## src/rtl/irq_entry_pkg.sv

```systemverilog
package irq_entry_pkg;
  typedef enum logic [1:0] {
    ACK_IDLE   = 2'b00,
    ACK_TAKEN  = 2'b01,
    ACK_RETURN = 2'b10
  } irq_ack_e;

  localparam int unsigned VEC_OFFSET = 16;
endpackage

```

## src/rtl/irq_req_detect.sv

```systemverilog
module irq_req_detect #(
  parameter bit EDGE_SENSE = 1'b0
) (
  input  logic clk_i,
  input  logic rst_ni,
  input  logic irq_i,
  input  logic take_i,
  output logic req_o
);
  generate
    if (EDGE_SENSE) begin : g_edge
      logic irq_q, pend_q, rise;
      assign rise  = irq_i & ~irq_q;
      // a live edge counts at once, so edge mode costs no extra cycle
      assign req_o = pend_q | rise;
      always_ff @(posedge clk_i or negedge rst_ni) begin
        if (!rst_ni) begin
          irq_q  <= 1'b0;
          pend_q <= 1'b0;
        end else begin
          irq_q <= irq_i;
          if (take_i)    pend_q <= 1'b0;
          else if (rise) pend_q <= 1'b1;
        end
      end
    end else begin : g_level
      assign req_o = irq_i;
    end
  endgenerate
endmodule

```

## src/rtl/irq_gate.sv

```systemverilog
module irq_gate #(
  parameter bit FAST_VECTOR = 1'b0
) (
  input  logic req_i,
  input  logic ie_i,
  input  logic bip_i,
  input  logic eip_i,
  input  logic busy_i,
  input  logic handler_valid_i,
  output logic take_o
);
  logic addr_ok;
  generate
    if (FAST_VECTOR) begin : g_fast
      assign addr_ok = handler_valid_i;
    end else begin : g_fixed
      assign addr_ok = 1'b1;
    end
  endgenerate

  assign take_o = req_i & ie_i & ~bip_i & ~eip_i & ~busy_i & addr_ok;
endmodule

```

## src/rtl/irq_redirect_regs.sv

```systemverilog
module irq_redirect_regs
  import irq_entry_pkg::*;
#(
  parameter int unsigned       ADDR_W      = 32,
  parameter logic [ADDR_W-1:0] BASE_VECTOR = '0,
  parameter bit                FAST_VECTOR = 1'b0
) (
  input  logic              clk_i,
  input  logic              rst_ni,
  input  logic              take_i,
  input  logic              rtid_i,
  input  logic [ADDR_W-1:0] decode_pc_i,
  input  logic [ADDR_W-1:0] handler_addr_i,
  output logic              redirect_o,
  output logic [ADDR_W-1:0] vector_o,
  output logic [ADDR_W-1:0] link_addr_o,
  output logic              link_we_o,
  output logic [1:0]        ack_o
);
  localparam logic [ADDR_W-1:0] FIXED_VEC = BASE_VECTOR + ADDR_W'(VEC_OFFSET);

  logic [ADDR_W-1:0] vec_d;
  irq_ack_e          ack_d;

  generate
    if (FAST_VECTOR) begin : g_fast
      assign vec_d = handler_addr_i;
      always_comb begin
        if (take_i)      ack_d = ACK_TAKEN;
        else if (rtid_i) ack_d = ACK_RETURN;
        else             ack_d = ACK_IDLE;
      end
    end else begin : g_fixed
      assign vec_d = FIXED_VEC;
      assign ack_d = ACK_IDLE;
    end
  endgenerate

  always_ff @(posedge clk_i or negedge rst_ni) begin
    if (!rst_ni) begin
      redirect_o  <= 1'b0;
      link_we_o   <= 1'b0;
      vector_o    <= '0;
      link_addr_o <= '0;
      ack_o       <= ACK_IDLE;
    end else begin
      redirect_o <= take_i;
      link_we_o  <= take_i;
      ack_o      <= ack_d;
      if (take_i) begin
        vector_o    <= vec_d;
        link_addr_o <= decode_pc_i;
      end
    end
  end
endmodule

```

## src/rtl/irq_entry_ctrl.sv

```systemverilog
module irq_entry_ctrl #(
  parameter int unsigned       ADDR_W      = 32,
  parameter logic [ADDR_W-1:0] BASE_VECTOR = '0,
  parameter bit                EDGE_SENSE  = 1'b0,
  parameter bit                FAST_VECTOR = 1'b0
) (
  input  logic              clk_i,
  input  logic              rst_ni,
  input  logic              irq_i,
  input  logic [ADDR_W-1:0] handler_addr_i,
  input  logic              handler_valid_i,
  input  logic              ie_i,
  input  logic              bip_i,
  input  logic              eip_i,
  input  logic [ADDR_W-1:0] decode_pc_i,
  input  logic              rtid_i,
  output logic              redirect_o,
  output logic [ADDR_W-1:0] vector_o,
  output logic [ADDR_W-1:0] link_addr_o,
  output logic              link_we_o,
  output logic [1:0]        ack_o
);
  logic req, take;

  irq_req_detect #(.EDGE_SENSE(EDGE_SENSE)) u_detect (
    .clk_i  (clk_i),
    .rst_ni (rst_ni),
    .irq_i  (irq_i),
    .take_i (take),
    .req_o  (req)
  );

  // redirect_o marks the cycle in which status logic is still clearing ie
  irq_gate #(.FAST_VECTOR(FAST_VECTOR)) u_gate (
    .req_i           (req),
    .ie_i            (ie_i),
    .bip_i           (bip_i),
    .eip_i           (eip_i),
    .busy_i          (redirect_o),
    .handler_valid_i (handler_valid_i),
    .take_o          (take)
  );

  irq_redirect_regs #(
    .ADDR_W      (ADDR_W),
    .BASE_VECTOR (BASE_VECTOR),
    .FAST_VECTOR (FAST_VECTOR)
  ) u_regs (
    .clk_i          (clk_i),
    .rst_ni         (rst_ni),
    .take_i         (take),
    .rtid_i         (rtid_i),
    .decode_pc_i    (decode_pc_i),
    .handler_addr_i (handler_addr_i),
    .redirect_o     (redirect_o),
    .vector_o       (vector_o),
    .link_addr_o    (link_addr_o),
    .link_we_o      (link_we_o),
    .ack_o          (ack_o)
  );
endmodule

```

## config.mk

```make
export PLATFORM = sky130hd
export DESIGN_NAME = irq_entry_ctrl
export DESIGN_NICKNAME = d
export VERILOG_FILES = /design/src/rtl/irq_entry_pkg.sv /design/src/rtl/irq_req_detect.sv /design/src/rtl/irq_gate.sv /design/src/rtl/irq_redirect_regs.sv /design/src/rtl/irq_entry_ctrl.sv
export SDC_FILE = /design/constraint.sdc
export NUM_CORES = 1
export LEC_CHECK = 0
export ABC_AREA = 1
export BUFFER_PORTS_ARGS = -buffer_cell sky130_fd_sc_hd__buf_4
export CORE_AREA = 10 10 80 82
export DETAILED_ROUTE_END_ITERATION = 8
export DIE_AREA = 0 0 90 92
export PLACE_DENSITY = 0.74
export REMOVE_ABC_BUFFERS = 1
export SLEW_MARGIN = 25
export SYNTH_ARGS = -nofsm -noshare
export SYNTH_HDL_FRONTEND = slang
export SYNTH_HIERARCHICAL = 1
export SYNTH_SLANG_ARGS = --single-unit
```

## constraint.sdc

```tcl
create_clock -name clk_i -period 1.18 [get_ports clk_i]
set_input_delay 0.059 -clock clk_i [delete_from_list [all_inputs] [get_ports clk_i]]
set_output_delay 0.059 -clock clk_i [all_outputs]
set_load 0.02 [all_outputs]
```

==> results of run 1 <==
==> synth_stat cells <==
library cell  instances
nor2_1                1
dfrtp_1              34
buf_4                38
or2_2                 1
nand2_1              97
inv_1                 3
buf_6                 4
conb_1                1
nand3_1               1
inv_4                 1
==> layer usage <==
metal	up-vias	part of all wire, %	global-route usage, %
li1	685	-	-
met4	0	0.86	2.785
met5	-	0	0
met2	61	53	20.28
met3	5	9.2	5.460
met1	657	37	11.39
==> worst paths after layout <==
path                                   startpoint                      to
hold reg to reg            u_regs/link_addr_o[13]  u_regs/link_addr_o[13]
setup reg to reg                 u_regs/link_we_o   u_regs/link_addr_o[8]
hold / removal                    decode_pc_i[28]  u_regs/link_addr_o[28]
setup / recovery                 u_regs/link_we_o   u_regs/link_addr_o[8]
max in group asynchronous                  rst_ni   u_regs/link_addr_o[8]
min in group asynchronous                  rst_ni      u_regs/vector_o[4]
==> area by class of cell <==
cell class | instances | area, um^2 | share of cell area [%]
Sequential cell | 34 | 850.8 | 33.14
Timing Repair Buffer | 111 | 988.4 | 38.50
Inverter | 4 | 31.28 | 1.218
Multi-Input combinational cell | 133 | 518.0 | 20.18
Tap cell | 70 | 87.58 | 3.411
Clock inverter | 1 | 5.005 | 0.1949
Clock buffer | 7 | 86.33 | 3.363
==> cell families after synthesis <==
| family | count (synthesis) |
|---|---|
| other cells | 1 |
| buf+inv | 46 |
| flops | 34 |
| simple gates | 100 |
==> metrics by stage <==
stage	hold WS [ps]	area (um^2)	setup slack, ps	utilization, %	power, uW
after floorplan	-236.6	1371	-1190	-	2030
after global placement	33.74	2024	-92.35	41.21	2547
after detailed placement	38.07	2024	-118.2	41.21	2574
after CTS	3.126	2481	5.616	50.51	3572
after global routing	31.27	2567	-62.80	52.27	3750
final	8.093	2567	23.39	52.27	3543
==> repair_timing <==
action / in CTS / in global routing
pin swaps: 1 / 1
gates resized for setup: 7 / 8
hold buffers: 32 / 0
buffers inserted: 1 / 1
gates cloned: 0 / 2
endpoints found under the setup margin: 32 / 32
hold endpoints to repair: 65 / 0
==> power breakdown <==
part / switching, uW / internal, uW / leakage (uW)
clock: 410 / 470 / 0.0000482
sequential: 118 / 1380 / 0.000427
combinational: 658 / 511 / 0.000952
==> registers in the layout (all words and copies together), names as in the netlist <==
signal / cells
u_regs/link_addr_o: 32
u_regs/vector_o: 1
u_regs/link_we_o: 1
==> critical path, stage by stage (launching register included) <==
cell       delay, ps
dfrtp_1          380
inv_1             80
nand3_2           90
nor2_4           110
buf_12           170
clkbuf_16        150
nand2_1           40
nand2_1           60
==> impl_metrics.csv, run 1 <==
group,metric,value,unit
yosys,synth-simple-area-share,23.97,%
hold_path,hp-class,"in2reg",
route,dr.pass1.iters,4,
grt,grt_pass1_wl,7707,um
yosys,yosys-top-cells-area,"dfrtp_1 (54%), nand2_1 (23%), buf_4 (18%)",
grt,grt_usage,11.22,%
placement,portBuffers,72,
sta,rsz0062_at_grt,"true",
route,drt_wl_total,4898,um
setup_path,critPathArrivalTime,1380,ps
setup_path,worst-r2r-cell-count,7,
grt,antenna_found_initial,0,
clock_network,cts_buffers,5,
floorplanning,die_w,90,um
sta,hold_viol_final,0,
sta,skew,5.230,ps
placement,dpl.cell_count,316,
setup_path,critPathKind,"reg2reg",
clock_network,htree_levels,2,
job,maxCapViolations,0,
setup_path,end_kind,"flop",
yosys,synth_top_area_share,53.80,%
sta,slew_viol_final,0,
clock_network,clock_path_buffers,2,
route,viasPerCell,3.911,
floorplanning,die_area,8280,um^2
yosys,muxShareOfSynthArea,0,%
sta,min_period_over_period,98.02,%
sta,finalCriticalPeriod,1157,ps
setup_path,rrSetupSlack,20,ps
placement,dpl.hpwl,3229,um
route,drtIter0Drc,40,
floorplanning,start_util,32.20,%
sta,finalSetupTns,0,ps
finish,syn_to_final_growth,62.34,%
finish,fillers,479,
route,avgRoutedWirePerCell,13.61,um
yosys,netlist_area,1582,um^2
yosys,synth_xor_area_share,0,%
grt,grt_overflow_total,0,
power,power.density,1380,nW/um^2
yosys,synth_compound_area_share,0,%
finish,final_cells,360,
finish,final_cell_mix,"nand2_1 (96), buf_4 (73), dfrtp_1 (34)",
floorplanning,rows,26,
clock_network,numClockSinks,34,
route,drc_errors,0,
clock_network,cts_tree,"done",
finish,layout-drive-gt1-share,31.38,%
setup_path,startpoint_type,"flop",
yosys,syn_avg_cell_area,8.738,um^2
floorplanning,ios,140,
yosys,ys_seq_area_share,53.80,%
route,vias,1408,
setup_path,cp.required,1400,ps
yosys,synth_top_area_cell,"dfrtp_1",
floorplanning,die_y,92,um
grt,grt_max_degree,35,
hold_path,worstHoldPathCells,3,
status,status,"completed",
grt,grt_pass1_vias,1547,
placement,place_congestion,0.6506,
yosys,synthAdderAreaFrac,0,%
yosys,synthDistinctLibCells,10,
yosys,syn_inst,181,
power,vdd_drop_max,649.2,uV
clock_network,clock-root-buffer,"clkbuf_8",
power,power.leakage,0.001427,uW
yosys,ys_seq_elements,34,
route,ant_nets,0,
sta,fmaxAchievable,864.6,MHz
clock_network,clkLatencyLatePin,280,ps
sta,finalSetupViolCount,0,
finish,final_common_cell,"nand2_1",
yosys,synth_warnings,6,
yosys,synth_top_family_by_area,"simple AND/OR/NAND/NOR gates",
setup_path,cp_max_fo,7,
finish,diodes,0,
floorplanning,coreArea,4912,um^2
clock_network,clk_pin_slew,60,ps
finish,nets,361,
Power figures use the tool's default switching activity.
==> inputs of run 2 (changes only) <==
CORE_AREA = 10 10 79 81   (was 10 10 80 82)
CTS_BUF_LIST = sky130_fd_sc_hd__clkbuf_4 sky130_fd_sc_hd__clkbuf_8   (was default)
DIE_AREA = 0 0 89 91   (was 0 0 90 92)
PLACE_DENSITY = 0.76   (was 0.74)
==> run 2 against run 1 <==
- non-clock buffer count increased by 1
- hold slack gained 270 ps
- final cell count shrank 4.2%
- wire length decreased by 2.4%
- largest power group unchanged
- critical endpoint is now u_regs/link_addr_o[30]
- clock power increased by 18%
- highest routed layer unchanged
==> impl_metrics.csv, run 2 (synthesized netlist as in run 1, its figures left out) <==
group,metric,value,unit
status,status,"completed",
grt,grt_pass1_wl,7389,um
placement,portBuffers,72,
clock_network,cts_tree,"done",
grt,grt_max_degree,35,
grt,grt_usage,11.61,%
grt,antenna_found_initial,0,
finish,stdcell_area,2511,um^2
finish,final_cell_mix,"nand2_1 (97), buf_4 (74), dfrtp_1 (34)",
clock_network,cts_buffers,5,
route,dr.pass1.iters,4,
grt,grt_pass1_vias,1507,
route,drt_wl_total,4780,um
setup_path,startpoint_type,"flop",
clock_network,clock-root-buffer,"clkbuf_8",
setup_path,critPathKind,"reg2reg",
power,power.density,1470,nW/um^2
floorplanning,rows,25,
route,drc_errors,0,
sta,holdWs,279.7,ps
sta,finalSetupViolCount,0,
clock_network,clock_path_buffers,2,
placement,dpl-instance-area,2019,um^2
finish,regMostFlops,"u_regs/link_addr_o",
setup_path,end_kind,"flop",
power,power.total,3690,uW
power,power.leakage,0.001421,uW
floorplanning,start_util,33.93,%
route,ant_nets,0,
clock_network,htree_levels,2,
finish,layout-drive-gt1-share,31.27,%
finish,fillers,428,
placement,dp_slack,-87.75,ps
job,maxCapViolations,0,
floorplanning,coreArea,4661,um^2
finish,largest_registers,"u_regs/link_addr_o x32, u_regs/link_we_o x1, u_regs/vector_o x1",
setup_path,cp_max_fo,32,
finish,final_common_cell,"nand2_1",
power,vdd_drop_max,867.8,uV
sta,min_period_over_period,94.08,%
sta,slew_viol_final,0,
sta,rsz0062_at_grt,"true",
sta,hold_viol_final,0,
sta,fmaxAchievable,900.8,MHz
finish,largest_reg_flops,32,
finish,nets,362,
setup_path,cp.required,1350,ps
finish,diodes,0,
setup_path,critPathArrivalTime,1280,ps
floorplanning,die_w,89,um
placement,place_congestion,0.6921,
route,drtIter0Drc,32,
floorplanning,die_area,8099,um^2
finish,syn_to_final_growth,58.78,%
route,viasPerCell,4.064,
clock_network,clk_pin_slew,70,ps
grt,grt_overflow_total,0,
floorplanning,ios,140,
floorplanning,die_y,91,um
sta,setup_slack,69.91,ps
sta,finalCriticalPeriod,1110,ps
route,vias,1402,
route,avgRoutedWirePerCell,13.86,um
clock_network,numClockSinks,34,
placement,dpl.hpwl,3180,um
clock_network,clkLatencyLatePin,280,ps
hold_path,hp-class,"in2async",
sta,skew,4.632,ps
run 2: cell type report:
| type | instances | area (um^2) | share of cell area, % |
|---|---|---|---|
| Clock buffer | 5 | 68.82 | 2.740 |
| Inverter | 4 | 22.52 | 0.8969 |
| Clock inverter | 3 | 40.04 | 1.594 |
| Multi-Input combinational cell | 133 | 515.5 | 20.53 |
| Tap cell | 54 | 67.56 | 2.691 |
| Timing Repair Buffer | 112 | 945.9 | 37.67 |
| Sequential cell | 34 | 850.8 | 33.88 |
run 2: per-stage QoR:
stage / cells / utilization, % / setup TNS [ps]
6_report: 345 / 53.88 / 0
2_1_floorplan: 171 / - / -39870
5_1_grt: 345 / 53.88 / -23.17
3_5_place_dp: 302 / 43.33 / -2497
4_1_cts: 345 / 53.37 / 0
3_3_place_gp: 302 / 43.33 / -2102
run 2: worst paths after layout:
path | start | end | slack, ps | cells after the start
max | u_regs/link_we_o | u_regs/link_addr_o[30] | 70 | 7
min | rst_ni | u_regs/link_addr_o[6] | 280 | 2
max reg2reg | u_regs/link_we_o | u_regs/link_addr_o[30] | 70 | 7
min reg2reg | u_regs/vector_o[4] | u_regs/vector_o[4] | 470 | 1
max in group asynchronous | rst_ni | u_regs/link_addr_o[0] | 570 | 2
min in group clk_i | ie_i | u_regs/link_we_o | 320 | 5
run 2: repair_timing:
item / 4_1_cts / 5_1_grt
buffers inserted: 2 / 0
setup endpoints to repair: 32 / 32
pin swaps: 1 / 1
hold buffers: 33 / 0
resized for setup: 4 / 6
hold endpoints to repair: 66 / 0
run 2: report_power, final:
group | internal, uW | switching, uW
registers | 1380 | 120
logic | 503 | 656
clock network | 621 | 414
total | 2500 | 1190
run 2: worst max-delay path, stage by stage (launching register included):
cell     delay [ps]
dfrtp_1         370
inv_1            70
nand3_2          90
nor2_4          120
buf_6           130
inv_8            80
nand2_1          80
nand2_1          50
run 2: per-layer routing:
metal,wire length (um),track usage [%]
met5,0,0
met2,2453,20.56
met4,42,3.316
met3,537,5.094
met1,1746,11.97
==> inputs of run 3 (changes only) <==
BUFFER_PORTS_ARGS = -buffer_cell sky130_fd_sc_hd__buf_2   (was -buffer_cell sky130_fd_sc_hd__buf_4)
==> run 3 against run 2 <==
- final area down 6.8%
- sequential cell count unchanged
- final cell count unchanged
- critical path type unchanged
- largest cell class is now sequential cells
- highest routed layer unchanged
==> impl_metrics.csv, run 3 (synthesized netlist as in run 1, its figures left out) <==
group,metric,value,unit
sta,min_period_over_period,97.00,%
finish,final_cells,345,
placement,dp_slack,-120.2,ps
setup_path,regToRegEndpoint,"u_regs/link_addr_o[0]",
finish,final_common_cell,"nand2_1",
finish,diodes,0,
sta,slew_viol_final,0,
grt,grt_pass1_wl,7127,um
setup_path,critPathArrivalTime,1360,ps
floorplanning,rows,25,
finish,nets,362,
clock_network,clock_path_buffers,2,
setup_path,endpoint,"u_regs/link_addr_o[0]",
route,ant_nets,0,
sta,fmaxAchievable,873.7,MHz
hold_path,worstHoldPathCells,3,
route,vias,1385,
placement,dpl.hpwl,3278,um
floorplanning,coreArea,4661,um^2
grt,grt_overflow_total,0,
setup_path,rrSetupSlack,40,ps
power,vdd_drop_max,637.8,uV
clock_network,htree_levels,2,
sta,skew,5.584,ps
finish,largest_reg_flops,32,
finish,final_cell_mix,"nand2_1 (97), buf_2 (72), dfrtp_1 (34)",
floorplanning,die_y,91,um
setup_path,path_delay_family,"flip-flops",
floorplanning,ios,140,
hold_path,hp-class,"in2reg",
job,maxCapViolations,0,
clock_network,clk_pin_slew,70,ps
finish,regMostFlops,"u_regs/link_addr_o",
setup_path,cp_num_cells,7,
clock_network,cts_buffers,5,
setup_path,cp.buffers_inverters,3,
clock_network,clock-root-buffer,"clkbuf_8",
clock_network,clkLatencyLatePin,280,ps
grt,grt_max_degree,33,
grt,grt_pass1_vias,1452,
sta,setup_slack,35.42,ps
floorplanning,die_area,8099,um^2
setup_path,end_kind,"flop",
finish,largest_registers,"u_regs/link_addr_o x32, u_regs/link_we_o x1, u_regs/vector_o x1",
setup_path,crit_chain,"inv_1, nand3_2, nor2_4, buf_12, buf_6, nand2_1, nand2_1",
clock_network,cts_tree,"done",
sta,hold_viol_final,0,
setup_path,critPathKind,"reg2reg",
finish,final_util,50.23,%
floorplanning,die_w,89,um
grt,antenna_found_initial,0,
clock_network,numClockSinks,34,
route,drt_wl_total,4766,um
finish,layout-drive-gt1-share,31.62,%
route,avgRoutedWirePerCell,13.81,um
setup_path,crit_start,"u_regs/link_we_o",
placement,place_congestion,0.6901,
setup_path,critPathSlowestCell,"dfrtp_1",
status,status,"completed",
setup_path,worst-r2r-cell-count,7,
setup_path,r2r-start,"u_regs/link_we_o",
setup_path,cp.required,1400,ps
route,viasPerCell,4.014,
finish,syn_to_final_growth,48.02,%
placement,portBuffers,72,
route,drc_errors,0,
route,drtIter0Drc,35,
route,dr.pass1.iters,4,
placement,dpl.cell_count,303,
power,power.density,1450,nW/um^2
floorplanning,start_util,33.93,%
sta,finalCriticalPeriod,1145,ps
setup_path,cpPeakStageDelay,380,ps
power,power.total,3394,uW
power,power.leakage,0.001375,uW
setup_path,worst_path_most_repeated_cell,"nand2_1",
sta,finalSetupViolCount,0,
setup_path,startpoint_type,"flop",
setup_path,cp_max_fo,10,
grt,grt_usage,11.26,%
run 3: cell count changes in the layout (fill, tap and decap cells not counted), moves of 2 or more:
| cell | change |
|---|---|
| buf_2 | +72 |
| buf_4 | -71 |
| buf_12 | +2 |
| buf_6 | -3 |
run 3: per-layer routing:
layer | wire length [um] | GRT usage (%)
met1 | 1713 | 11.61
met2 | 2505 | 20.01
met3 | 531 | 4.826
met5 | 0 | 0
met4 | 14 | 3.183
run 3: power breakdown:
part           internal [uW]  switching, uW  total (uW)
Combinational            359            652        1010
Sequential              1380            103        1480
Clock                    494            410         904
Total                   2230           1170        3390
run 3: timing repair:
item | 4_1_cts | 5_1_grt
endpoints found under the hold margin | 48 | 0
endpoints found under the setup margin | 32 | 32
hold buffers | 32 | 0
setup buffers | 0 | 2
gates cloned | 0 | 0
resized for setup | 2 | 9
pin swaps | 0 | 1
run 3: worst min-delay path by stage:
stage	end	slack, ps	from
finish	u_regs/link_addr_o[11]	6	decode_pc_i[11]
global route	u_regs/link_addr_o[11]	20	decode_pc_i[11]
CTS	u_regs/link_addr_o[11]	5	decode_pc_i[11]
detailed placement	u_regs/link_addr_o[6]	30	rst_ni
global placement	u_regs/link_addr_o[22]	20	rst_ni
floorplan	u_regs/link_addr_o[0]	-240	rst_ni
run 3: layout make-up:
cell class,count,area [um^2]
clock inverters,1,5.005
inverters,4,27.53
fillers,436,2320
multi-input cells,133,515.5
clock buffers,7,90.09
well taps,54,67.56
flip-flops and latches,34,850.8
repair buffers,112,784.5
run 3: tightest hold or removal path, cell delays in order:
cell     delay (ps)
buf_2            80
nand2_1          50
nand2_1          70
run 3: per-stage QoR:
step,TNS [ps],instance area (um^2),hold slack (ps)
2_1_floorplan,-39870,1371,-236.6
3_3_place_gp,-2555,1859,21.11
3_5_place_dp,-3324,1859,34.64
4_1_cts,0,2282,5.353
5_1_grt,-1042,2341,16.21
6_report,0,2341,5.977
